[src/rtl/nwg_pkg.sv]
package nwg_pkg;
  localparam int ID_W  = 8;
  localparam int SEL_W = 2;

  localparam logic [SEL_W-1:0] SEL_NODE = 2'd0;
  localparam logic [SEL_W-1:0] SEL_TENT = 2'd1;
  localparam logic [SEL_W-1:0] SEL_DIAG = 2'd2;

  typedef enum logic [1:0] {
    WK_DORMANT = 2'd0,
    WK_LISTEN  = 2'd1,
    WK_JOINED  = 2'd2
  } wake_state_e;

  function automatic logic id_live(input logic [ID_W-1:0] id);
    return id != '0;
  endfunction

  function automatic logic probe_hit(input logic [ID_W-1:0] src,
                                     input logic [ID_W-1:0] tent,
                                     input logic [ID_W-1:0] succ);
    return (src == tent) && id_live(tent) && (src != succ);
  endfunction
endpackage

[src/rtl/nwg_regs.sv]
module nwg_regs
  import nwg_pkg::*;
#(
  parameter int IDW = ID_W
) (
  input  logic             clk,
  input  logic             rst_n,
  input  logic             wr,
  input  logic             rd,
  input  logic [SEL_W-1:0] sel,
  input  logic [IDW-1:0]   wdata,
  input  logic             flag,
  output logic [IDW-1:0]   node_q,
  output logic [IDW-1:0]   tent_q,
  output logic             tent_wr_ev,
  output logic             diag_rd_ev,
  output logic [IDW-1:0]   rdata
);
  logic node_wr_ev;

  assign node_wr_ev = wr && (sel == SEL_NODE);
  assign tent_wr_ev = wr && (sel == SEL_TENT);
  assign diag_rd_ev = rd && (sel == SEL_DIAG);

  always_ff @(posedge clk or negedge rst_n) begin
    if (!rst_n) begin
      node_q <= '0;
      tent_q <= '0;
    end else begin
      if (node_wr_ev) node_q <= wdata;
      if (tent_wr_ev) tent_q <= wdata;
    end
  end

  always_comb begin
    rdata = '0;
    if (rd) begin
      unique case (sel)
        SEL_NODE: rdata = node_q;
        SEL_TENT: rdata = tent_q;
        SEL_DIAG: rdata = {{(IDW-1){1'b0}}, flag};
        default:  rdata = '0;
      endcase
    end
  end

  AST_NODE_HOLD: assert property (@(posedge clk) disable iff (!rst_n)
    !node_wr_ev |=> $stable(node_q));
  AST_TENT_HOLD: assert property (@(posedge clk) disable iff (!rst_n)
    !tent_wr_ev |=> $stable(tent_q));
  AST_NODE_LOAD: assert property (@(posedge clk) disable iff (!rst_n)
    node_wr_ev |=> node_q == $past(wdata));
endmodule

[src/rtl/nwg_wake.sv]
module nwg_wake
  import nwg_pkg::*;
#(
  parameter int IDW = ID_W
) (
  input  logic           clk,
  input  logic           rst_n,
  input  logic [IDW-1:0] node_q,
  input  logic           tx_enable,
  output logic           core_en,
  output logic           tx_join,
  output logic           rx_mon_en
);
  wake_state_e state;

  always_comb begin
    if (!id_live(node_q))   state = WK_DORMANT;
    else if (tx_enable)     state = WK_JOINED;
    else                    state = WK_LISTEN;
  end

  assign core_en   = (state != WK_DORMANT);
  assign rx_mon_en = (state != WK_DORMANT);
  assign tx_join   = (state == WK_JOINED);

  AST_JOIN_NEEDS_BOTH: assert property (@(posedge clk) disable iff (!rst_n)
    tx_join |-> (core_en && tx_enable));
  AST_RX_TRACKS_CORE: assert property (@(posedge clk) disable iff (!rst_n)
    rx_mon_en == core_en);
endmodule

[src/rtl/nwg_probe.sv]
module nwg_probe
  import nwg_pkg::*;
#(
  parameter int IDW = ID_W
) (
  input  logic           clk,
  input  logic           rst_n,
  input  logic           awake,
  input  logic           mon_valid,
  input  logic [IDW-1:0] mon_src_id,
  input  logic [IDW-1:0] tent_q,
  input  logic [IDW-1:0] succ_id,
  input  logic           tent_wr_ev,
  input  logic           diag_rd_ev,
  output logic           seen_q
);
  logic hit_ev;

  assign hit_ev = mon_valid && awake && probe_hit(mon_src_id, tent_q, succ_id);

  always_ff @(posedge clk or negedge rst_n) begin
    if (!rst_n)          seen_q <= 1'b0;
    else if (tent_wr_ev) seen_q <= 1'b0;
    else if (hit_ev)     seen_q <= 1'b1;
    else if (diag_rd_ev) seen_q <= 1'b0;
  end

  AST_TENT_WR_CLEARS: assert property (@(posedge clk) disable iff (!rst_n)
    tent_wr_ev |=> !seen_q);
  AST_SUCC_NO_SET: assert property (@(posedge clk) disable iff (!rst_n)
    (!seen_q && mon_valid && mon_src_id == succ_id) |=> !seen_q);
  AST_ASLEEP_NO_SET: assert property (@(posedge clk) disable iff (!rst_n)
    (!seen_q && !awake) |=> !seen_q);
endmodule

[src/rtl/node_wake_gate.sv]
module node_wake_gate
  import nwg_pkg::*;
#(
  parameter int IDW = ID_W
) (
  input  logic             clk,
  input  logic             rst_n,
  input  logic             cfg_wr,
  input  logic             cfg_rd,
  input  logic [SEL_W-1:0] cfg_sel,
  input  logic [IDW-1:0]   cfg_wdata,
  output logic [IDW-1:0]   cfg_rdata,
  input  logic             tx_enable,
  input  logic             mon_valid,
  input  logic [IDW-1:0]   mon_src_id,
  input  logic [IDW-1:0]   succ_id,
  output logic [IDW-1:0]   node_id,
  output logic             core_en,
  output logic             tx_join,
  output logic             rx_mon_en
);
  logic [IDW-1:0] tent_q;
  logic           tent_wr_ev;
  logic           diag_rd_ev;
  logic           seen_q;

  nwg_regs #(.IDW(IDW)) u_regs (
    .clk(clk), .rst_n(rst_n), .wr(cfg_wr), .rd(cfg_rd), .sel(cfg_sel),
    .wdata(cfg_wdata), .flag(seen_q), .node_q(node_id), .tent_q(tent_q),
    .tent_wr_ev(tent_wr_ev), .diag_rd_ev(diag_rd_ev), .rdata(cfg_rdata)
  );

  nwg_wake #(.IDW(IDW)) u_wake (
    .clk(clk), .rst_n(rst_n), .node_q(node_id), .tx_enable(tx_enable),
    .core_en(core_en), .tx_join(tx_join), .rx_mon_en(rx_mon_en)
  );

  nwg_probe #(.IDW(IDW)) u_probe (
    .clk(clk), .rst_n(rst_n), .awake(core_en), .mon_valid(mon_valid),
    .mon_src_id(mon_src_id), .tent_q(tent_q), .succ_id(succ_id),
    .tent_wr_ev(tent_wr_ev), .diag_rd_ev(diag_rd_ev), .seen_q(seen_q)
  );

  AST_ZERO_WRITE_SLEEPS: assert property (@(posedge clk) disable iff (!rst_n)
    (cfg_wr && cfg_sel == SEL_NODE && cfg_wdata == '0) |=> (!core_en && !tx_join && !rx_mon_en));
  AST_LIVE_WRITE_WAKES: assert property (@(posedge clk) disable iff (!rst_n)
    (cfg_wr && cfg_sel == SEL_NODE && cfg_wdata != '0) |=> core_en);
  AST_IDLE_RDATA_ZERO: assert property (@(posedge clk) disable iff (!rst_n)
    !cfg_rd |-> cfg_rdata == '0);
  AST_DIAG_UPPER_ZERO: assert property (@(posedge clk) disable iff (!rst_n)
    (cfg_rd && cfg_sel == SEL_DIAG) |-> cfg_rdata[IDW-1:1] == '0);
endmodule

[config.mk]
export PLATFORM = sky130hd
export DESIGN_NAME = node_wake_gate
export DESIGN_NICKNAME = d
export VERILOG_FILES = /design/src/rtl/nwg_pkg.sv /design/src/rtl/nwg_regs.sv /design/src/rtl/nwg_wake.sv /design/src/rtl/nwg_probe.sv /design/src/rtl/node_wake_gate.sv
export SDC_FILE = /design/constraint.sdc
export NUM_CORES = 1
export LEC_CHECK = 0
export ABC_AREA = 0
export BUFFER_PORTS_ARGS = -buffer_cell sky130_fd_sc_hd__clkbuf_2
export CELL_PAD_IN_SITES_DETAIL_PLACEMENT = 1
export CELL_PAD_IN_SITES_GLOBAL_PLACEMENT = 1
export CORE_ASPECT_RATIO = 1.25
export CORE_MARGIN = 3
export CORE_UTILIZATION = 33
export CTS_CLUSTER_SIZE = 20
export DETAILED_ROUTE_END_ITERATION = 16
export PLACE_DENSITY_LB_ADDON = 0.2
export SLEW_MARGIN = 10
export SYNTH_ARGS = -nofsm -noshare
export SYNTH_HDL_FRONTEND = slang
export SYNTH_SLANG_ARGS = --single-unit
[constraint.sdc]
create_clock -name clk -period 1.6 [get_ports clk]
set_input_delay 0.48 -clock clk [delete_from_list [all_inputs] [get_ports clk]]
set_output_delay 0.48 -clock clk [all_outputs]
set_load 0.02 [all_outputs]
; ---- Word-level counts from Yosys, hierarchy flattened
; Index checks and enable logic that the tools add are counted.
[totals]
register_bits = 17
in_bits = 32
output_inout_bits = 19
word_cells = 27
[op_classes]
eq_ne = 5
mux = 7
reduce_logical = 12
[op_table]
columns = cell, count
row1 = $pmux W8 S3, 1
row2 = $reduce_bool A8 Y1, 2
row3 = $eq A8 B8 Y1, 1
row4 = $mux W8, 1
row5 = $ne A8 B8 Y1, 1
row6 = $logic_and A1 B1 Y1, 7
row7 = $eq A2 B2 Y1 const B, 2
row8 = $mux W2, 2
row9 = $mux W1, 3
row10 = $reduce_bool A3 Y1, 1
row11 = $eq A2 B1 Y1 const B, 1
row12 = $logic_not A2 Y1, 1
row13 = $reduce_bool A2 Y1, 1

; ---- Longest topological paths before layout
[depth]
ltp_word = 7
depth_mapped = 4
mapped_depth_nobuf = 4

; ---- Hierarchy
; From an unflattened synthesis, not the netlist that was laid out.
[hier_totals]
cells_unflattened = 90
area_unflattened_um2 = 1039.7
[by_module_without_submodules]
columns = module, n_inst, cells_each, area_per_inst_um2, seq_area_each_um2
row1 = nwg_regs, 1, 56, 765.7, 400.4
row2 = nwg_probe, 1, 29, 242.7, 25.0
row3 = nwg_wake, 1, 5, 31.3, 0.0

; ---- Least setup slack after synthesis
; No wires, ideal clock.
[synth_timing]
path_type = reg-to-output
from = reg u_regs.node_q[5]
to = out tx_join
arrival_ns = 1.231
required_time_ns = 1.120
path_slack_ns = -0.111
stages_incl_launch_ff = 4
path_buffers = 0
cell_sequence = dfrtp_1 -> nor4_1 -> nand2_1 -> and2_1
[synth_between]
elab_chain_cells = 3
[synth_lines]
columns = element, line
row1 = start: declaration, nwg_regs.sv:13  ; output logic [IDW-1:0] node_q,
row2 = start signal: assignment, nwg_regs.sv:30  ; if (node_wr_ev) node_q <= wdata;
row3 = $reduce_bool A8 Y1, nwg_pkg.sv:16  ; return id != '0;
row4 = $mux W2, nwg_wake.sv:17  ; if (!id_live(node_q)) state = WK_DORMANT;
row5 = $eq A2 B2 Y1, nwg_wake.sv:24  ; assign tx_join = (state == WK_JOINED);
row6 = end: declaration, node_wake_gate.sv:19  ; output logic tx_join,
; Every way passes these cells.

; ---- Worst setup path in the final report
[layout_timing]
from = reg u_regs.node_q[0]
to = out tx_join
; The elaborated chain is that of the path after synthesis.

==> implementation parameters <==
Parameter                              Value

Status
  Status    complete, but fails checks
  Failing checks    negative setup slack

Timing
  Final setup violation count    11
  Minimum period implied by the final worst setup slack    ~1.9 ns
  Crit share post-route    119%
  Largest clock skew in the final design    between 0.005 and 0.006 ns
  Final total negative setup slack    -1.50 ns
  Post-layout worst setup margin    -0.302 ns
  Setup repair after global routing missed its margin    yes
  Total count of hold-check failures in the final report    0
  Max-Slew Margin vs Limit    71.4%
  Pin slew with the least headroom to its limit    0.429 ns
  Slew Viols, Final    0
  Worst hold margin    0.107 ns
  Highest attainable clock frequency    526 MHz

Clock tree
  Clock Tree Root    sky130_fd_sc_hd__clkbuf_4
  Clock Path Buffers    2
  Register clock-pin slew on the reported worst setup and hold paths    0.10 ns
  Number of clock buffers inserted by TritonCTS    3
  Insertion delay of the later-clocked pin in the worst-skew pair    0.29 ns
  CTS tree    built
  CTS H-tree depth    1
  Number of hold buffers added after cts    0
  Number of clock sinks    17

Pwr
  Standby leakage power    0.754 nW
  Pwr per Cell Area    890 nW/um2
  Total Power Consumption    1.41 mW
  VDD IR max    599 uV

Worst setup path
  Register-to-Register Path Depth    6
  Slowest cell delay on critical path    ~0.42 ns
  CP arrival    1.42 ns
  Endpoint type of the worst setup path    output port
  Master of the slowest instance on the critical path    sky130_fd_sc_hd__dfrtp_2
  Worst-case register-to-register setup slack    ~0.22 ns
  CP Class    reg -> out
  Required arrival time at the worst endpoint    1.12 ns
  Max Fanout on Critical Path    2
  Crit-path cells    nor4_2, nand2_1, and2_4, buf_8
  CP Launch Type    register

Placed design
  Placement Setup Slack    -0.168 ns
  Number of cells after detailed placement    185
  Post-DP Area    1410 um2
  Weighted congestion reported at the end of routability-driven placement    0.767
  Final HPWL from detailed placement    between 2000 and 3000 um
  Number of port buffers    50

Synth
  Number of warning messages in the yosys log    0
  Net count after synthesis    121
  Synth cell count leaders    17 x sky130_fd_sc_hd__dfrtp_1, 16 x sky130_fd_sc_hd__mux2_2, 14 x sky130_fd_sc_hd__xnor2_1
  Proportion of register bits with asynchronous set or reset after synthesis    100%
  Total of flip-flops plus latches after synthesis    17
  Most instantiated flip-flop cell in the synthesis netlist    sky130_fd_sc_hd__dfrtp_1
  Most area-consuming cells after synthesis    sky130_fd_sc_hd__dfrtp_1 42%, sky130_fd_sc_hd__mux2_2 18%, sky130_fd_sc_hd__xnor2_1 12%, sky130_fd_sc_hd__mux2i_1 7.9%, sky130_fd_sc_hd__nor2_1 2.6%
  Average footprint of a synthesized cell    11.4 um2
  Share of the synthesized area in the top cell type    41.8%
  Most common cell in the netlist    sky130_fd_sc_hd__dfrtp_1
  Gate count of the mapped netlist    89
  Synth cell types    25
  Cell Area, Synth    between 1000 and 1500 um2
  Sequential share of the synthesized area    between 40% and 50%
  Largest area contributor in the synthesized netlist    sky130_fd_sc_hd__dfrtp_1
  Number of enable-type register cells in the synthesized netlist    0

Die
  I/O pin count    about 50
  Core area    2810 um2
  Width of the chip    between 50 and 60 um
  Total Die Area    3790 um2
  Number of cell rows    21
  Vert. Die Dim    between 60 and 70 um
  Effective utilization at floorplan    36.2%

Finish
  Combined area of the multi-input logic cells    614 um2
  Layout net count    192
  Fraction of the core area covered by cells at the end of the flow    a little under three fifths
  Area Growth Syn to Fin    55.9%
  Ratio of cells with drive above 1 in the final layout    62.3%
  Combined flip-flop and latch cell area    approximately 430 um2
  Final cell count without fillers    between 150 and 200
  FILL cells    about 320
  Diode count    0
  Finished layout cell area    1590 um2

Detailed routing
  Detail Route met3 WL    187 um
  Post-detailed-route via-to-cell ratio    4.94
  Iteration-0 DRC count of the detailed router    3
  Top layer used by detailed routing    met4
  WL/cell    16.8 um
  Overall routed net length    roughly 3200 um
  Via count    954
  Iteration count of the initial detailed-routing pass    4
  Met2 routed WL    roughly 1800 um
  Number of antenna-violating nets in the routed design    0
  Post-route met1 wirelength    1260 um
  DR DRC count    0

Global route
  All-Layer GR Usage    18.8%
  Total gr overflow    0
  Via count of the first global-routing pass    1101
  Wire length of the first global-routing pass    5440 um
  Maximum number of pins on one net before global-route repair    18
  Number of antenna violations at the first check in global routing    0

Run
  Max Cap Violations    0

Hold path
  Worst Hold Class    in -> async
area by class of cell:
class                   count  area share (%)
multi-input cells          69            38.7
well taps                  34            2.68
flip-flops and latches     17            27.1
clock buffers               4            1.65
inverters                   1           0.236
repair buffers             68            29.6
cell usage in the layout (no fill, tap or decap), types with 2 or more instances in the layout:
cell / netlist / routed
sky130_fd_sc_hd__clkbuf_2: 0 / 37
sky130_fd_sc_hd__mux2_2: 16 / 16
sky130_fd_sc_hd__buf_4: 1 / 16
sky130_fd_sc_hd__xnor2_1: 14 / 14
sky130_fd_sc_hd__dfrtp_1: 17 / 13
sky130_fd_sc_hd__buf_6: 0 / 11
sky130_fd_sc_hd__mux2i_1: 8 / 7
sky130_fd_sc_hd__nor2_1: 7 / 6
sky130_fd_sc_hd__clkbuf_4: 0 / 4
sky130_fd_sc_hd__dfrtp_2: 0 / 4
sky130_fd_sc_hd__nand4_1: 3 / 3
sky130_fd_sc_hd__nor4_2: 0 / 2
sky130_fd_sc_hd__nand2_1: 2 / 2
sky130_fd_sc_hd__a21oi_1: 2 / 2
worst max-delay path, delay by kind of cell, from the launching register on:
kind	cells	cell delay [ns]
flops	1	0.42
buf+inv	1	0.12
simple gates	3	0.60
flip-flops by register name, indices dropped and copies added (netlist names):
signal	cells
u_regs.tent_q	8
u_regs.node_q	8
u_probe.seen_q	1
where the power goes:
group	total [mW]	internal, mW	switching [mW]
clock	0.230	0.0969	0.133
sequential	0.602	0.510	0.0913
combinational	0.582	0.323	0.259
path summary, 6_finish.rpt:
path / from / to
setup / recovery: u_regs.node_q[0] / tx_join
hold / removal: rst_n / u_regs.node_q[2]
setup reg to reg: u_regs.node_q[0] / u_probe.seen_q
hold reg to reg: u_probe.seen_q / u_probe.seen_q
max in group asynchronous: rst_n / u_regs.node_q[0]
min in group clk: mon_valid / u_probe.seen_q
logic make-up (layout without fill, tap and decap cells):
| kind of cell | after synthesis | count (layout) | share of synthesized area, % |
|---|---|---|---|
| AND/OR/NAND/NOR | 24 | 24 | 14.6 |
| buffers and inverters | 3 | 73 | 1.60 |
| flip-flops | 17 | 17 | 41.8 |
| XOR/XNOR | 15 | 15 | 12.9 |
| multiplexers | 24 | 24 | 25.6 |
| AO/OA/AOI/OAI | 6 | 6 | 3.56 |
what timing repair did:
| action | 4_1_cts | 5_1_grt |
|---|---|---|
| gates cloned | 0 | 0 |
| endpoints found under the setup margin | 11 | 12 |
| buffers inserted | 4 | 3 |
| pin swaps | 7 | 9 |
| gates resized for setup | 20 | 26 |
per-layer routing:
metal  vias up  global-route usage (%)
li1        458                       -
met1       455                    19.7
met2        37                    38.0
met3         4                    3.02
met4         0                    6.38
met5         -                       0
(Power assumes the default switching activity.)
